### config.mk
export PLATFORM = sky130hd
export DESIGN_NAME = ext_irq_ctrl
export DESIGN_NICKNAME = d
export VERILOG_FILES = /design/src/rtl/ext_irq_pkg.sv /design/src/rtl/ext_irq_sync.sv /design/src/rtl/ext_irq_pin_cell.sv /design/src/rtl/ext_irq_ctrl.sv
export SDC_FILE = /design/constraint.sdc
export NUM_CORES = 1
export LEC_CHECK = 0
export CORE_ASPECT_RATIO = 1.5
export CORE_MARGIN = 2
export CORE_UTILIZATION = 51
export CTS_CLUSTER_SIZE = 20
export DETAILED_ROUTE_END_ITERATION = 12
export PLACE_DENSITY = 0.78
export SLEW_MARGIN = 20
export SYNTH_ARGS = -nofsm -noshare
export SYNTH_HDL_FRONTEND = slang
export SYNTH_SLANG_ARGS = --single-unit
### constraint.sdc
create_clock -name clk -period 2.4 [get_ports clk]
set_input_delay 0.48 -clock clk [delete_from_list [all_inputs] [get_ports clk]]
set_output_delay 0.48 -clock clk [all_outputs]
set_load 0.03 [all_outputs]
### src/rtl/ext_irq_pkg.sv
package ext_irq_pkg;
  typedef enum logic [1:0] {
    SENSE_LOW  = 2'd0,
    SENSE_ANY  = 2'd1,
    SENSE_FALL = 2'd2,
    SENSE_RISE = 2'd3
  } sense_e;

  localparam logic [1:0] ADDR_SENSE = 2'd0;
  localparam logic [1:0] ADDR_MASK  = 2'd1;
  localparam logic [1:0] ADDR_FLAG  = 2'd2;
endpackage

### src/rtl/ext_irq_sync.sv
module ext_irq_sync #(
  parameter int WIDTH = 2
) (
  input  logic             clk,
  input  logic             rst,
  input  logic [WIDTH-1:0] async_in,
  output logic [WIDTH-1:0] sync_out
);
  logic [WIDTH-1:0] stage1_q;
  logic [WIDTH-1:0] stage2_q;

  always_ff @(posedge clk) begin
    if (rst) begin
      stage1_q <= '0;
      stage2_q <= '0;
    end else begin
      stage1_q <= async_in;
      stage2_q <= stage1_q;
    end
  end

  assign sync_out = stage2_q;
endmodule

### src/rtl/ext_irq_pin_cell.sv
module ext_irq_pin_cell
  import ext_irq_pkg::*;
(
  input  logic   clk,
  input  logic   rst,
  input  logic   pin_s,
  input  sense_e sense,
  input  logic   enable,
  input  logic   clr_sw,
  input  logic   clr_ack,
  output logic   flag_q,
  output logic   flag_d
);
  logic prev_q;
  logic rise, fall, evt;

  always_comb begin
    rise = pin_s & ~prev_q;
    fall = ~pin_s & prev_q;
    unique case (sense)
      SENSE_ANY:  evt = rise | fall;
      SENSE_FALL: evt = fall;
      SENSE_RISE: evt = rise;
      default:    evt = 1'b0;
    endcase
    if (sense == SENSE_LOW) begin
      if (!pin_s && enable) flag_d = 1'b1;
      else if (pin_s)       flag_d = 1'b0;
      else                  flag_d = flag_q;
    end else begin
      flag_d = (evt & enable) | (flag_q & ~(clr_sw | clr_ack));
    end
  end

  always_ff @(posedge clk) begin
    if (rst) begin
      prev_q <= 1'b0;
      flag_q <= 1'b0;
    end else begin
      prev_q <= pin_s;
      flag_q <= flag_d;
    end
  end

  assert_level_set_R7: assert property (@(posedge clk) disable iff (rst)
    (sense == SENSE_LOW && !pin_s && enable) |=> flag_q);
  assert_level_sticky_R7: assert property (@(posedge clk) disable iff (rst)
    (sense == SENSE_LOW && !pin_s && flag_q) |=> flag_q);
  assert_level_release_R7: assert property (@(posedge clk) disable iff (rst)
    (sense == SENSE_LOW && pin_s) |=> !flag_q);
  assert_masked_no_set_R4: assert property (@(posedge clk) disable iff (rst)
    (!enable && !flag_q) |=> !flag_q);
  assert_rise_ignores_fall_R3: assert property (@(posedge clk) disable iff (rst)
    (sense == SENSE_RISE && prev_q && !pin_s && !flag_q) |=> !flag_q);
endmodule

### src/rtl/ext_irq_ctrl.sv
module ext_irq_ctrl
  import ext_irq_pkg::*;
#(
  parameter int NUM_PINS = 2,
  parameter int DATA_W   = 8,
  localparam int IDX_W   = (NUM_PINS > 1) ? $clog2(NUM_PINS) : 1
) (
  input  logic              clk,
  input  logic              rst,
  input  logic              bus_sel,
  input  logic              bus_we,
  input  logic [1:0]        bus_addr,
  input  logic [DATA_W-1:0] bus_wdata,
  output logic [DATA_W-1:0] bus_rdata,
  input  logic [NUM_PINS-1:0] pins_in,
  output logic              irq_req,
  output logic [IDX_W-1:0]  irq_idx,
  input  logic              irq_ack
);
  localparam int SENSE_W = 2 * NUM_PINS;

  logic [DATA_W-1:0]   sense_q, mask_q, mask_nxt;
  logic [NUM_PINS-1:0] pins_s, flag_q, flag_d, w1c, ack_hit, pend_nxt;
  logic [IDX_W-1:0]    idx_nxt;
  logic                wr_en, rd_en;

  assign wr_en = bus_sel & bus_we;
  assign rd_en = bus_sel & ~bus_we;

  ext_irq_sync #(.WIDTH(NUM_PINS)) u_sync (
    .clk(clk), .rst(rst), .async_in(pins_in), .sync_out(pins_s)
  );

  always_comb begin
    w1c      = (wr_en && bus_addr == ADDR_FLAG) ? bus_wdata[NUM_PINS-1:0] : '0;
    mask_nxt = (wr_en && bus_addr == ADDR_MASK) ? bus_wdata : mask_q;
  end

  for (genvar gi = 0; gi < NUM_PINS; gi++) begin : g_pin
    assign ack_hit[gi] = irq_ack & irq_req & (irq_idx == IDX_W'(gi));
    ext_irq_pin_cell u_cell (
      .clk(clk), .rst(rst), .pin_s(pins_s[gi]),
      .sense(sense_e'(sense_q[2*gi +: 2])), .enable(mask_q[gi]),
      .clr_sw(w1c[gi]), .clr_ack(ack_hit[gi]),
      .flag_q(flag_q[gi]), .flag_d(flag_d[gi])
    );
  end

  always_comb begin
    pend_nxt = flag_d & mask_nxt[NUM_PINS-1:0];
    idx_nxt  = '0;
    for (int i = NUM_PINS - 1; i >= 0; i--) begin
      if (pend_nxt[i]) idx_nxt = IDX_W'(i);
    end
  end

  always_ff @(posedge clk) begin
    if (rst) begin
      sense_q   <= '0;
      mask_q    <= '0;
      bus_rdata <= '0;
      irq_req   <= 1'b0;
      irq_idx   <= '0;
    end else begin
      if (wr_en && bus_addr == ADDR_SENSE) sense_q <= bus_wdata;
      mask_q  <= mask_nxt;
      irq_req <= |pend_nxt;
      irq_idx <= idx_nxt;
      if (rd_en) begin
        unique case (bus_addr)
          ADDR_SENSE: bus_rdata <= sense_q;
          ADDR_MASK:  bus_rdata <= mask_q;
          ADDR_FLAG:  bus_rdata <= DATA_W'(flag_q);
          default:    bus_rdata <= '0;
        endcase
      end
    end
  end

  assert_req_has_source_R8: assert property (@(posedge clk) disable iff (rst)
    irq_req |-> (flag_q[irq_idx] && mask_q[irq_idx]));
  assert_no_req_no_source_R8: assert property (@(posedge clk) disable iff (rst)
    !irq_req |-> ((flag_q & mask_q[NUM_PINS-1:0]) == '0));
  assert_sense_width_R2: assert property (@(posedge clk) disable iff (rst)
    SENSE_W <= DATA_W);
endmodule

==> results.md, run 1 <==
* Syn Nets at 181
* # port buffers at 26
* Synthesized area at 1460 µm²
* Clk root buf: clkbuf_8
* Postcts setup bufs at 0
* Hold Buf Count CTS at 0
* Req. time, crit path at 2550 ps
* Clock period minus worst slack at 1850 ps
* Cts bufs inserted at 5
* Sequential-to-total area share from yosys stat at 46.5%
* Final-report max-slew violation count at 0
* Worst Hold Class: reg2reg
* Iter 0 DRT Violations at 29
* Yosys warns at 0
* Yosys cell types at 32
* Vias in the first global route at 1,236
* Routed Antenna Nets at 0
* # H-tree levels at 2
* WL/cell at 14.6 µm
* Die ar. at 3320 µm²
* R2R Setup Slk at 740 ps
* Worst slew margin at 63.4%
* Util after Layout at 69.0%
* WHS Path Cells at 1
* Arr. time, crit path at 2010 ps
* Pre-antenna DRT Iters at 4
* Flops & latches, synth at 34
* Chip height at 69.6 µm
* Simple-gate area share of the yosys netlist at 20.4%
* Most frequent cells in the layout: dfxtp_1 (34), clkdlybuf4s50_1 (26), nor2_1 (25)
* I/O Pins at 27
* CP startpoint: bus_addr[1]
* Largest net degree at the start of global routing at 17
* R2r endpoint: irq_req
* Skew-Pair Late Insertion Delay at 280 ps
* Drt drc at 0
* Worst Hold Launch: u_sync.stage1_q[0]
* Worst vdd ir at 0.467 mV
* Routed wire length at 3.36 mm
* Detailed-route via count at 1,248
* Pwr Total at 1.13 mW
* Adder-Cell Fraction of Synth Area at 3.42%
* Initial antenna violation count at 0
* Worst-Margin Slew at 546 ps
* Startpoint class of the critical path: input pin
* Clk sink count at 34
* Pleak at 0.756 nW
* Core area at 2710 µm²
* Compound-Gate Fraction of Synth Area at 13.7%
* Placed insts at 222
* Post-synthesis mux area share at 11.5%
* CP max stage delay at 630 ps
* CTS tree: done
* R2R cell count at 6
* Worst Hold End: u_sync.sync_out[0]
* First-pass GRT wire length at 5.46 mm
* Power Dens Cells at 604 nW/µm²
* Initial core utilization at 54.1%
* Vias per cell at 5.43
* Resized cells post-CTS at 0
* Final GP Congestion at 0.865
* Max-cap violations at 0
* N_diodes at 0
* CP max-delay cell: clkdlybuf4s50_1
* Share of cells above drive strength 1 at 11.9%
* Syn Inst Count at 160
* Status: completed
* Reg-to-reg startpoint: g_pin[1].u_cell.prev_q
* Final setup vio count at 0
* RSZ-0062 raised after global routing: no
* Final Skew at 4.02 ps
* Fin cells at 230
* Syn Area/Cell at 9.14 µm²
* Hold Violations, Final at 0
* Tot GR Track Use at 22.9%
* Max Buffers Root-to-Sink at 2
* Fill cells at 233
* Setup TNS at 0 ps
* Setup crit end kind: register
* Most common cell after layout, fill and taps aside: dfxtp_1
* # rows at 23
* NumNets Final at 213
* Largest family of logic cells by synthesized area: simple AND/OR/NAND/NOR gates
* Fin crit share at 77.3%
* Worst-path fanout max at 7
* Chip Width at 47.7 µm
* GRT overflow at 0
* CP Cell Sequence: clkdlybuf4s50_1, nor2b_1, nand4_1, a222oi_1, o2bb2ai_1
* CP Class: in2reg
* Clock transition at path regs at 70 ps
* Xor-xnor portion of the synthesized cell area at 0%
* DP HPWL at 2.53 mm
* Fmax at 539 MHz
* Synth-to-layout area growth at 27.6%
sequential cells by signal (all words and copies together) (netlist names):
register,cells
bus_rdata,8
g_pin.u_cell.flag_q,2
g_pin.u_cell.prev_q,2
irq_idx,1
irq_req,1
mask_q,8
sense_q,8
u_sync.stage1_q,2
u_sync.sync_out,2
critical path: cells and delay by family:
kind            cells  cell delay [ps]
simple gates        2              270
buf+inv             1              630
compound gates      2              630
Yosys cell counts:
library cell / n / area, µm²
a222oi_1: 1 / 10.0
o21a_1: 1 / 7.51
clkbuf_1: 4 / 15.0
nand4b_1: 1 / 8.76
a21oi_1: 11 / 55.1
a31oi_1: 1 / 6.26
mux2_2: 6 / 67.6
o221a_1: 1 / 11.3
o31a_1: 1 / 8.76
inv_1: 6 / 22.5
or2_4: 1 / 8.76
nor2b_1: 9 / 56.3
a22oi_1: 6 / 45.0
a32o_1: 1 / 10.0
or3_1: 1 / 6.26
a211oi_2: 1 / 12.5
a211oi_1: 2 / 15.0
nand2_1: 19 / 71.3
nor2_1: 25 / 93.8
o21ai_0: 2 / 10.0
nor3_1: 1 / 5.00
dfxtp_1: 34 / 681
nand2b_1: 3 / 18.8
nand3b_1: 1 / 7.51
nor3_2: 1 / 10.0
and3_1: 1 / 6.26
nand4_1: 1 / 6.26
buf_2: 1 / 5.00
o2bb2ai_1: 1 / 8.76
buf_6: 2 / 22.5
mux2i_1: 10 / 100
ha_1: 4 / 50.1
final cells by class:
type / instances / area [µm²] / area share (%)
Multi-Input combinational cell: 113 / 717 / 38.4
Inverter: 6 / 22.5 / 1.21
Clock buffer: 6 / 82.6 / 4.42
Timing Repair Buffer: 32 / 305 / 16.4
Clock inverter: 2 / 12.5 / 0.670
Sequential cell: 34 / 681 / 36.5
Tap cell: 37 / 46.3 / 2.48
per-stage QoR:
stage,cell area (µm²),hold WS (ps),setup slack (ps)
detailed placement,1770,432,248
floorplan,1460,414,886
global route,1870,472,425
global placement,1770,419,266
CTS,1870,447,549
finish,1870,442,545
worst max-delay path by stage:
stage | end | cells after the start | slack, ps
final | irq_req | 5 | 550
after global routing | g_pin[1].u_cell.flag_q | 5 | 430
after CTS | irq_req | 5 | 550
after detailed placement | irq_req | 5 | 250
after global placement | irq_req | 5 | 270
after floorplan | irq_idx | 6 | 890
power breakdown:
part / switching [mW] / internal (mW)
Clock: 0.197 / 0.230
Combinational: 0.0556 / 0.0571
Sequential: 0.00961 / 0.578
Total: 0.262 / 0.865
routing by layer:
layer  up-vias  track usage, %  share of wire (%)
li1        610               -                  -
met1       596            24.3                 37
met2        33            39.6                 57
met3         9            5.73                3.6
met4         0            9.91                2.7
met5         -               0                  0
cell families (layout without fill, tap and decap cells):
family	Yosys count	in the layout
and+or+nand+nor	64	64
buffers and inverters	13	46
adders and majority gates	4	4
DFF	34	34
AOI/OAI and AO/OA	29	29
muxes	16	16
Note: power is estimated with default switching activity, not from simulation.
==> inputs of run 2 (changes only) <==
- CORE_UTILIZATION: 51 -> 46
- PLACE_DENSITY: 0.78 -> 0.74
- clock period: 2.4 -> 1.65 ns (I/O delays scaled with it)
==> run 2 against run 1 <==
  * Critical path depth shrank 4
  * Final cell count rose by 7.4%
  * Sequential power is 45% higher
  * Non-clock buffer count grew 14
  * Via count is 2.6% higher
  * Clock skew about the same
  * Die area is 10% higher
  * Cell area rose by 6.8%
  * Critical path type is now reg2out
  * Largest cell class unchanged
==> results.md, run 2 (synthesized netlist as in run 1, its figures left out) <==
* CP Class: reg2out
* Worst-Margin Slew at 331 ps
* Reg-to-reg startpoint: g_pin[0].u_cell.prev_q
* Share of cells above drive strength 1 at 17.9%
* CP top delay family: buffers and inverters
* CP max-delay cell: clkdlybuf4s50_1
* # port buffers at 26
* I/O Pins at 27
* N_diodes at 0
* WL/cell at 13.7 µm
* Cts bufs inserted at 5
* Req. time, crit path at 1320 ps
* Most frequent cells in the layout: dfxtp_1 (34), nor2_1 (25), buf_4 (20)
* Clk root buf: clkbuf_8
* Clock period minus worst slack at 1610 ps
* # rows at 25
* Final GP Congestion at 0.874
* CP Cell Sequence: clkdlybuf4s50_1
* Clock transition at path regs at 70 ps
* Initial core utilization at 47.2%
* R2r endpoint: irq_idx
* Clk sink count at 34
* Final setup vio count at 0
* Detailed-route via count at 1,281
* Routed Antenna Nets at 0
* Worst slew margin at 77.9%
* Largest net degree at the start of global routing at 24
* R2R Setup Slk at 90 ps
* Vias in the first global route at 1,279
* CP max stage delay at 670 ps
* Status: completed
* Worst Hold Launch: u_sync.stage1_q[1]
* Worst Hold Class: reg2reg
* Arr. time, crit path at 1280 ps
* Pre-antenna DRT Iters at 4
* Final Skew at 3.89 ps
* Worst vdd ir at 0.634 mV
* WHS Path Cells at 1
* RSZ-0062 raised after global routing: no
* Util after Layout at 64.4%
* CP startpoint: bus_rdata[5]
* Max-cap violations at 0
* # H-tree levels at 2
* Iter 0 DRT Violations at 50
* Die ar. at 3660 µm²
* Power Dens Cells at 835 nW/µm²
* Drt drc at 0
* NumNets Final at 227
* Fin crit share at 97.8%
* Startpoint class of the critical path: register
* DP HPWL at 2.57 mm
* Setup crit end kind: output pin
* Hold Violations, Final at 0
* Final-report max-slew violation count at 0
* Fmax at 620 MHz
* Setup TNS at 0 ps
* Largest regs: bus_rdata (8), mask_q (8), sense_q (8)
* Synth-to-layout area growth at 36.4%
* Worst Hold End: u_sync.sync_out[1]
* Worst-path fanout max at 2
* GRT overflow at 0
* Chip height at 73.1 µm
* Pleak at 0.977 nW
* CTS tree: done
* Core area at 3100 µm²
* Routed wire length at 3.40 mm
* Chip Width at 50.0 µm
* Tot GR Track Use at 20.7%
* Buf+Inv Stages, Crit Path at 1
* Initial antenna violation count at 0
* R2R cell count at 6
* Max Buffers Root-to-Sink at 2
* Skew-Pair Late Insertion Delay at 280 ps
* Vias per cell at 5.19
* Most common cell after layout, fill and taps aside: dfxtp_1
* First-pass GRT wire length at 5.66 mm
[run 2: cell count changes in the layout (fill, tap and decap cells not counted)]
cell and change:
buf_4 +14, clkdlybuf4s50_1 -11, dlymetal6s2s_1 +9, dlygate4sd2_1 +2, clkbuf_1 +1, clkinvlp_4 -1
nand2_1 -1, nand2_2 +1
[run 2: final cells by class]
class                   instances  area (µm²)
fillers                       249        1100
multi-input cells             113         719
flip-flops and latches         34         681
repair buffers                 46         430
clock buffers                   7        86.3
well taps                      40        50.0
inverters                       6        22.5
clock inverters                 1        5.00
[run 2: repair_timing]
action | in CTS | in global routing
setup buffers | 0 | 1
endpoints found under the setup margin | 2 | 9
hold buffers | 0 | 0
hold endpoints to repair | 0 | 0
gates cloned | 0 | 0
resized for setup | 2 | 10
[run 2: worst max path at each step]
| stage | to | slack, ps | cells after the start |
|---|---|---|---|
| after detailed placement | irq_idx | -310 | 5 |
| after global routing | bus_rdata[5] | 0.6 | 1 |
| after CTS | bus_rdata[6] | 5 | 1 |
| final | bus_rdata[5] | 40 | 1 |
| after global placement | irq_idx | -290 | 5 |
| after floorplan | irq_req | 180 | 6 |
[run 2: stage by stage]
stage	hold slack, ps	power, mW	setup WS, ps	cells	instance area, µm²
floorplan	414	0.956	183	160	1460
global placement	418	1.05	-290	238	1870
detailed placement	448	1.05	-308	238	1870
CTS	457	1.68	4.59	246	1960
global route	470	1.73	0.596	247	1990
finish	456	1.67	36.9	247	1990
[run 2: where the power goes]
part | leakage (nW) | internal, mW | total, mW | switching (mW)
clock | 0.0482 | 0.336 | 0.629 | 0.292
combinational | 0.653 | 0.0978 | 0.183 | 0.0856
sequential | 0.276 | 0.841 | 0.853 | 0.0127
[run 2: metal layers]
metal | wire length [µm] | vias to the layer above | share of wire [%] | track usage, %
met5 | 0 | - | 0 | 0
met4 | 94 | 0 | 2.8 | 11.7
met3 | 141 | 10 | 4.2 | 5.53
met2 | 1760 | 34 | 52 | 34.9
met1 | 1400 | 597 | 41 | 23.1
li1 | - | 640 | - | -
